===== src/rtl/gpio_pkg.sv =====
package gpio_pkg;

  localparam int ADDR_W = 4;

  typedef enum logic [ADDR_W-1:0] {
    A_DATA  = 4'd0,
    A_SET   = 4'd1,
    A_CLR   = 4'd2,
    A_TGL   = 4'd3,
    A_DIR   = 4'd4,
    A_PAD   = 4'd5,
    A_SLO   = 4'd6,
    A_SHI   = 4'd7,
    A_BOTH  = 4'd8,
    A_STAT  = 4'd9,
    A_MASK  = 4'd10
  } gpio_reg_e;

  typedef enum logic [1:0] {
    SNS_LOW  = 2'd0,
    SNS_HIGH = 2'd1,
    SNS_RISE = 2'd2,
    SNS_FALL = 2'd3
  } gpio_sense_e;

endpackage


===== src/rtl/gpio_sync.sv =====
module gpio_sync #(
  parameter int W      = 32,
  parameter int STAGES = 2
) (
  input  logic         clk,
  input  logic         rst_n,
  input  logic [W-1:0] d,
  output logic [W-1:0] q
);

  logic [W-1:0] stg [STAGES];

  for (genvar s = 0; s < STAGES; s++) begin : g_stage
    if (s == 0) begin : g_first
      always_ff @(posedge clk or negedge rst_n) begin
        if (!rst_n) stg[0] <= '0;
        else        stg[0] <= d;
      end
    end else begin : g_next
      always_ff @(posedge clk or negedge rst_n) begin
        if (!rst_n) stg[s] <= '0;
        else        stg[s] <= stg[s-1];
      end
    end
  end

  assign q = stg[STAGES-1];

endmodule


===== src/rtl/gpio_sense.sv =====
module gpio_sense
  import gpio_pkg::*;
#(
  parameter int NPINS = 32
) (
  input  logic               clk,
  input  logic               rst_n,
  input  logic [NPINS-1:0]   cur,
  input  logic [2*NPINS-1:0] sense_flat,
  input  logic [NPINS-1:0]   any_edge,
  output logic [NPINS-1:0]   evt
);

  logic [NPINS-1:0] prev_q;

  // one clock of history for edge comparison
  always_ff @(posedge clk or negedge rst_n) begin
    if (!rst_n) prev_q <= '0;
    else        prev_q <= cur;
  end

  for (genvar p = 0; p < NPINS; p++) begin : g_pin
    logic        rise, fall;
    gpio_sense_e code;

    assign rise = cur[p] & ~prev_q[p];
    assign fall = ~cur[p] & prev_q[p];
    assign code = gpio_sense_e'(sense_flat[2*p +: 2]);

    always_comb begin
      if (any_edge[p]) begin
        evt[p] = rise | fall;
      end else begin
        unique case (code)
          SNS_LOW:  evt[p] = ~cur[p];
          SNS_HIGH: evt[p] = cur[p];
          SNS_RISE: evt[p] = rise;
          SNS_FALL: evt[p] = fall;
          default:  evt[p] = 1'b0;
        endcase
      end
    end
  end

endmodule


===== src/rtl/gpio_regs.sv =====
module gpio_regs
  import gpio_pkg::*;
#(
  parameter int DATA_W = 32
) (
  input  logic              clk,
  input  logic              rst_n,
  input  logic [ADDR_W-1:0] addr,
  input  logic [DATA_W-1:0] wdata,
  input  logic              we,
  input  logic              re,
  output logic [DATA_W-1:0] rdata,
  input  logic [DATA_W-1:0] pad_sync,
  input  logic [DATA_W-1:0] evt,
  output logic [DATA_W-1:0] data_q,
  output logic [DATA_W-1:0] dir_q,
  output logic [DATA_W-1:0] slo_q,
  output logic [DATA_W-1:0] shi_q,
  output logic [DATA_W-1:0] both_q,
  output logic [DATA_W-1:0] stat_q,
  output logic [DATA_W-1:0] mask_q
);

  logic [DATA_W-1:0] stat_clr;
  logic [DATA_W-1:0] rd_mux;

  assign stat_clr = (we && addr == A_STAT) ? wdata : '0;

  always_ff @(posedge clk or negedge rst_n) begin
    if (!rst_n) begin
      data_q <= '0;
      dir_q  <= '0;
      slo_q  <= '0;
      shi_q  <= '0;
      both_q <= '0;
      mask_q <= '0;
    end else if (we) begin
      case (addr)
        A_DATA: data_q <= wdata;
        A_SET:  data_q <= data_q | wdata;
        A_CLR:  data_q <= data_q & ~wdata;
        A_TGL:  data_q <= data_q ^ wdata;
        A_DIR:  dir_q  <= wdata;
        A_SLO:  slo_q  <= wdata;
        A_SHI:  shi_q  <= wdata;
        A_BOTH: both_q <= wdata;
        A_MASK: mask_q <= wdata;
        default: ;
      endcase
    end
  end

  // new events take priority over a clear in the same cycle
  always_ff @(posedge clk or negedge rst_n) begin
    if (!rst_n) stat_q <= '0;
    else        stat_q <= (stat_q & ~stat_clr) | evt;
  end

  always_comb begin
    case (addr)
      A_DATA, A_SET, A_CLR, A_TGL: rd_mux = data_q;
      A_DIR:   rd_mux = dir_q;
      A_PAD:   rd_mux = pad_sync;
      A_SLO:   rd_mux = slo_q;
      A_SHI:   rd_mux = shi_q;
      A_BOTH:  rd_mux = both_q;
      A_STAT:  rd_mux = stat_q;
      A_MASK:  rd_mux = mask_q;
      default: rd_mux = '0;
    endcase
  end

  always_ff @(posedge clk or negedge rst_n) begin
    if (!rst_n)  rdata <= '0;
    else if (re) rdata <= rd_mux;
  end

endmodule


===== src/rtl/gpio_port.sv =====
module gpio_port
  import gpio_pkg::*;
#(
  parameter int DATA_W      = 32,
  parameter int SYNC_STAGES = 2
) (
  input  logic              clk,
  input  logic              rst_n,
  input  logic [ADDR_W-1:0] addr,
  input  logic [DATA_W-1:0] wdata,
  input  logic              we,
  input  logic              re,
  output logic [DATA_W-1:0] rdata,
  input  logic [DATA_W-1:0] pad_in,
  output logic [DATA_W-1:0] pad_out,
  output logic [DATA_W-1:0] pad_oe,
  output logic              irq
);

  localparam int NPINS = DATA_W;

  logic [NPINS-1:0]   pad_sync;
  logic [NPINS-1:0]   evt;
  logic [DATA_W-1:0]  data_q, dir_q, slo_q, shi_q, both_q, stat_q, mask_q;
  logic [2*NPINS-1:0] sense_flat;

  gpio_sync #(.W(NPINS), .STAGES(SYNC_STAGES)) u_sync (
    .clk   (clk),
    .rst_n (rst_n),
    .d     (pad_in),
    .q     (pad_sync)
  );

  // upper half of pins lives in the second sense register
  assign sense_flat = {shi_q, slo_q};

  gpio_sense #(.NPINS(NPINS)) u_sense (
    .clk        (clk),
    .rst_n      (rst_n),
    .cur        (pad_sync),
    .sense_flat (sense_flat),
    .any_edge   (both_q),
    .evt        (evt)
  );

  gpio_regs #(.DATA_W(DATA_W)) u_regs (
    .clk      (clk),
    .rst_n    (rst_n),
    .addr     (addr),
    .wdata    (wdata),
    .we       (we),
    .re       (re),
    .rdata    (rdata),
    .pad_sync (pad_sync),
    .evt      (evt),
    .data_q   (data_q),
    .dir_q    (dir_q),
    .slo_q    (slo_q),
    .shi_q    (shi_q),
    .both_q   (both_q),
    .stat_q   (stat_q),
    .mask_q   (mask_q)
  );

  assign pad_out = data_q;
  assign pad_oe  = dir_q;
  assign irq     = |(stat_q & mask_q);

endmodule


===== config.mk =====
export PLATFORM = sky130hd
export DESIGN_NAME = gpio_port
export DESIGN_NICKNAME = d
export VERILOG_FILES = /design/src/rtl/gpio_pkg.sv /design/src/rtl/gpio_sync.sv /design/src/rtl/gpio_sense.sv /design/src/rtl/gpio_regs.sv /design/src/rtl/gpio_port.sv
export SDC_FILE = /design/constraint.sdc
export NUM_CORES = 1
export LEC_CHECK = 0
export ABC_AREA = 0
export BUFFER_PORTS_ARGS = -buffer_cell sky130_fd_sc_hd__clkbuf_2
export CAP_MARGIN = 20
export CORE_UTILIZATION = 30
export CTS_CLUSTER_SIZE = 20
export DETAILED_ROUTE_END_ITERATION = 8
export PLACE_DENSITY_LB_ADDON = 0.3
export SETUP_SLACK_MARGIN = 0.4
export SLEW_MARGIN = 30
export SYNTH_ARGS = -nofsm -noshare
export SYNTH_HDL_FRONTEND = slang
export SYNTH_HIERARCHICAL = 1
export SYNTH_SLANG_ARGS = --single-unit

===== constraint.sdc =====
create_clock -name clk -period 1.5 [get_ports clk]
set_clock_uncertainty 0.2 [all_clocks]
set_input_delay 0.15 -clock clk [delete_from_list [all_inputs] [get_ports clk]]
set_output_delay 0.15 -clock clk [all_outputs]
set_load 0.05 [all_outputs]

==> results.toml <==
[status]
status = "finished, violations left"
violations = "negative hold slack, negative setup slack"

[grt]
antenna_found_initial = 0
grt_usage_pct = 21.8
grt_max_degree = 76
grt_pass1_wl_um = 106000
grt_pass1_vias = 17300
grt-ovfl-total = 0

[die]
initial_utilization_pct = 30.4
dieWidth_um = 255
dieHeight_um = 255
rows = 92
coreArea_sq_um = 63200
die-area_sq_um = 65100
io_pins = 169

[yosys]
synth_top_area_share_pct = 45.8
syn_area_per_cell_sq_um = 11.4
ys_seq_area_share_pct = 45.8
synth.ff_latch_count = 352
yosys_warnings = 6
yosysTopAreaCell = "dfrtp_1"
syn_nets = 1888
synth_area_leaders = "dfrtp_1 (46%), mux2_1 (8.8%), ha_1 (8.3%)"
async_flop_share_pct = 100
yosys_most_used_dff = "dfrtp_1"
ys_types = 54
synth-edff-count = 0
synth_area_sq_um = 19200
synthCells = 1688

[sta]
finalSetupViolations = 135
finalCriticalPeriod_ns = 2.63
whs_ns = -0.557
fmax_mhz = 380
finalHoldViolations = 359
worst_slew_pin_slew_ns = 0.702
post-route-period-util_pct = 175
rsz0062_at_grt = "true"
slew_viol_final = 0
postLayoutSetupSlackWorst_ns = -1.13
relSlewSlack_pct = 53.2

[worst_setup_path]
crit_path_start = "u_regs/stat_q[12]"
worstPathArrival_ns = 2.28
end_kind = "output pin"
critical-path-top-delay-family = "simple AND/OR/NAND/NOR gates"
startpoint_type = "register"
crit_buf_inv = 1
critPathSlowestCell = "or4_4"
worstPathMaxFanout = 2
worstPathCellList = "a22oi_2 -> nand4_1 -> or4_4 -> buf_8"
worstSetupPathType = "register to output pin"
slowest_delay_ns = 0.53
required_ns = 1.15
worstReg2RegStart = "u_sync/q[20]"

[cts]
clockBufferDepth = 3
clk_pin_slew_ns = 0.06
cts_tree = "yes"
cts_made_buffers = 44
htree_levels = 2
cts_sinks = 352
cts_root_buffer = "clkbuf_16"
clock_latency_ns = 0.57

[placed_design]
numPlacedInstances = 2963
hpwl_um = 49400
place_congestion = 0.931
port-buffer-count = 168

[worst_hold_path]
min_path_type = "primary input to asynchronous set/reset pin"

[layout]
num-nets-final = 2581
fin_util_pct = 50.6
area_growth_pct = 66.5
diodes = 0
finalNonFillerCells = 3261
layout-drive-gt1-share_pct = 55.1

[pwr]
p_leak_nw = 14.3
ir_drop_mv = 0.723
power-per-cell-area_nw_per_um2 = 1200
total_power_mw = 38.5

[detailed_routing]
wirelength_um = 72700
drtAntennaViolNets = 0
drt_first_pass_iters = 5
wl_per_cell_um = 22.3
vias_per_cell = 5.02
drc = 0
vias = 16400
drt_iter0_markers = 1205

[run]
maxCapViolCount = 0
## layout by cell type (no fill, tap or decap), types with 15 or more instances in the layout
master / Yosys / routed
a211o_1: 17 / 17
nand4b_1: 16 / 16
a21o_1: 32 / 32
mux2i_1: 48 / 44
dfrtp_2: 0 / 107
a21oi_2: 0 / 17
buf_12: 0 / 59
buf_8: 0 / 60
mux2_4: 0 / 161
o21ai_1: 2 / 26
ha_1: 128 / 51
clkbuf_2: 0 / 66
nor3b_1: 17 / 15
nand2_1: 83 / 73
a21oi_1: 53 / 36
nor2b_1: 36 / 30
nand3b_1: 73 / 73
ha_2: 0 / 15
dlymetal6s4s_1: 0 / 18
a2111oi_4: 0 / 17
dfrtp_1: 352 / 245
o22ai_1: 16 / 16
clkbuf_16: 0 / 96
nor2_1: 30 / 29
a22o_1: 40 / 40
ha_4: 0 / 62
inv_1: 213 / 164
a221oi_2: 0 / 15
inv_2: 0 / 47
buf_6: 11 / 127
mux4_2: 32 / 32
dlygate4sd3_1: 0 / 59
buf_4: 50 / 323
nand2b_1: 33 / 29
## worst min-delay path, stage by stage
cell and delay [ns]:
buf_8 0.07, buf_12 0.08, buf_12 0.09, buf_12 0.17
## path summary, 6_finish.rpt
path	to	slack, ns	depth (start not counted)
max	irq	-1.13	4
min	u_regs/dir_q[18]	-0.56	4
max reg2reg	u_regs/stat_q[20]	-0.22	6
min reg2reg	u_sync/q[24]	0.14	0
max in group asynchronous	u_regs/shi_q[30]	0.42	7
min in group clk	u_regs/data_q[17]	-0.07	5
## sequential cells by signal (all words and copies together) (netlist names)
register	count
u_regs/both_q	32
u_regs/data_q	32
u_regs/dir_q	32
u_regs/mask_q	32
u_regs/rdata	32
u_regs/shi_q	32
u_regs/slo_q	32
u_regs/stat_q	32
u_sense/prev_q	32
u_sync/q	32
u_sync/stg	32
## synthesized netlist by cell type, types with 27 or more instances
library cell,n
dfrtp_1,352
inv_1,213
mux2_1,150
ha_1,128
nand2_1,83
nand3b_1,73
a21oi_1,53
buf_4,50
mux2i_1,48
a22o_1,40
nor2b_1,36
nand2b_1,33
a21o_1,32
buf_2,32
mux4_2,32
o21ai_0,31
nor2_1,30
clkbuf_1,27
## stage by stage
| stage | setup TNS [ns] | setup WS (ns) | instance area (sq um) |
|---|---|---|---|
| 4_1_cts | -16.49 | -1.19 | 30700 |
| 2_1_floorplan | -14.08 | -0.207 | 21100 |
| 3_3_place_gp | -88.53 | -0.791 | 25400 |
| 6_report | -13.05 | -1.13 | 32000 |
| 5_1_grt | -19.25 | -1.14 | 32000 |
| 3_5_place_dp | -89.03 | -0.795 | 25400 |
## report_power, final
group	switching [mW]	total, mW	leakage (nW)	internal (mW)
sequential	2.10	13.2	4.06	11.1
clock	4.34	10.9	0.733	6.52
combinational	6.25	14.4	9.46	8.20
total	12.7	38.5	14.3	25.8
## logic make-up (layout without fill, tap and decap cells)
logic type               Yosys count  count (layout)  synth area share, %
AND/OR/NAND/NOR                  326             326                 10.2
adder cells (fa/ha/maj)          128             128                 8.33
flip-flops                       352             352                 45.8
multiplexers                     241             241                 15.7
AO/OA/AOI/OAI                    305             305                 11.7
buffers and inverters            336            1063                 8.18
## metal layers
| metal | share of wire (%) | GRT usage (%) |
|---|---|---|
| met2 | 49 | 36.4 |
| met4 | 3.2 | 7.51 |
| met5 | 0 | 0 |
| met1 | 43 | 28.6 |
| met3 | 5.3 | 3.50 |
## area by class of cell
| class | count | area [sq um] |
|---|---|---|
| clock buffers | 68 | 1350 |
| inverters | 213 | 806 |
| fillers | 5360 | 31200 |
| well taps | 846 | 1060 |
| multi-input cells | 1000 | 11200 |
| clock inverters | 12 | 114 |
| repair buffers | 770 | 8550 |
| flip-flops and latches | 352 | 8940 |
## timing repair
item / CTS / global route
hold buffers: 87 / 12
resized for setup: 486 / 238
setup buffers: 83 / 40
setup endpoints to repair: 351 / 404
hold endpoints to repair: 590 / 414
gates cloned: 4 / 11
pin swaps: 78 / 57
Power figures use the tool's default switching activity.
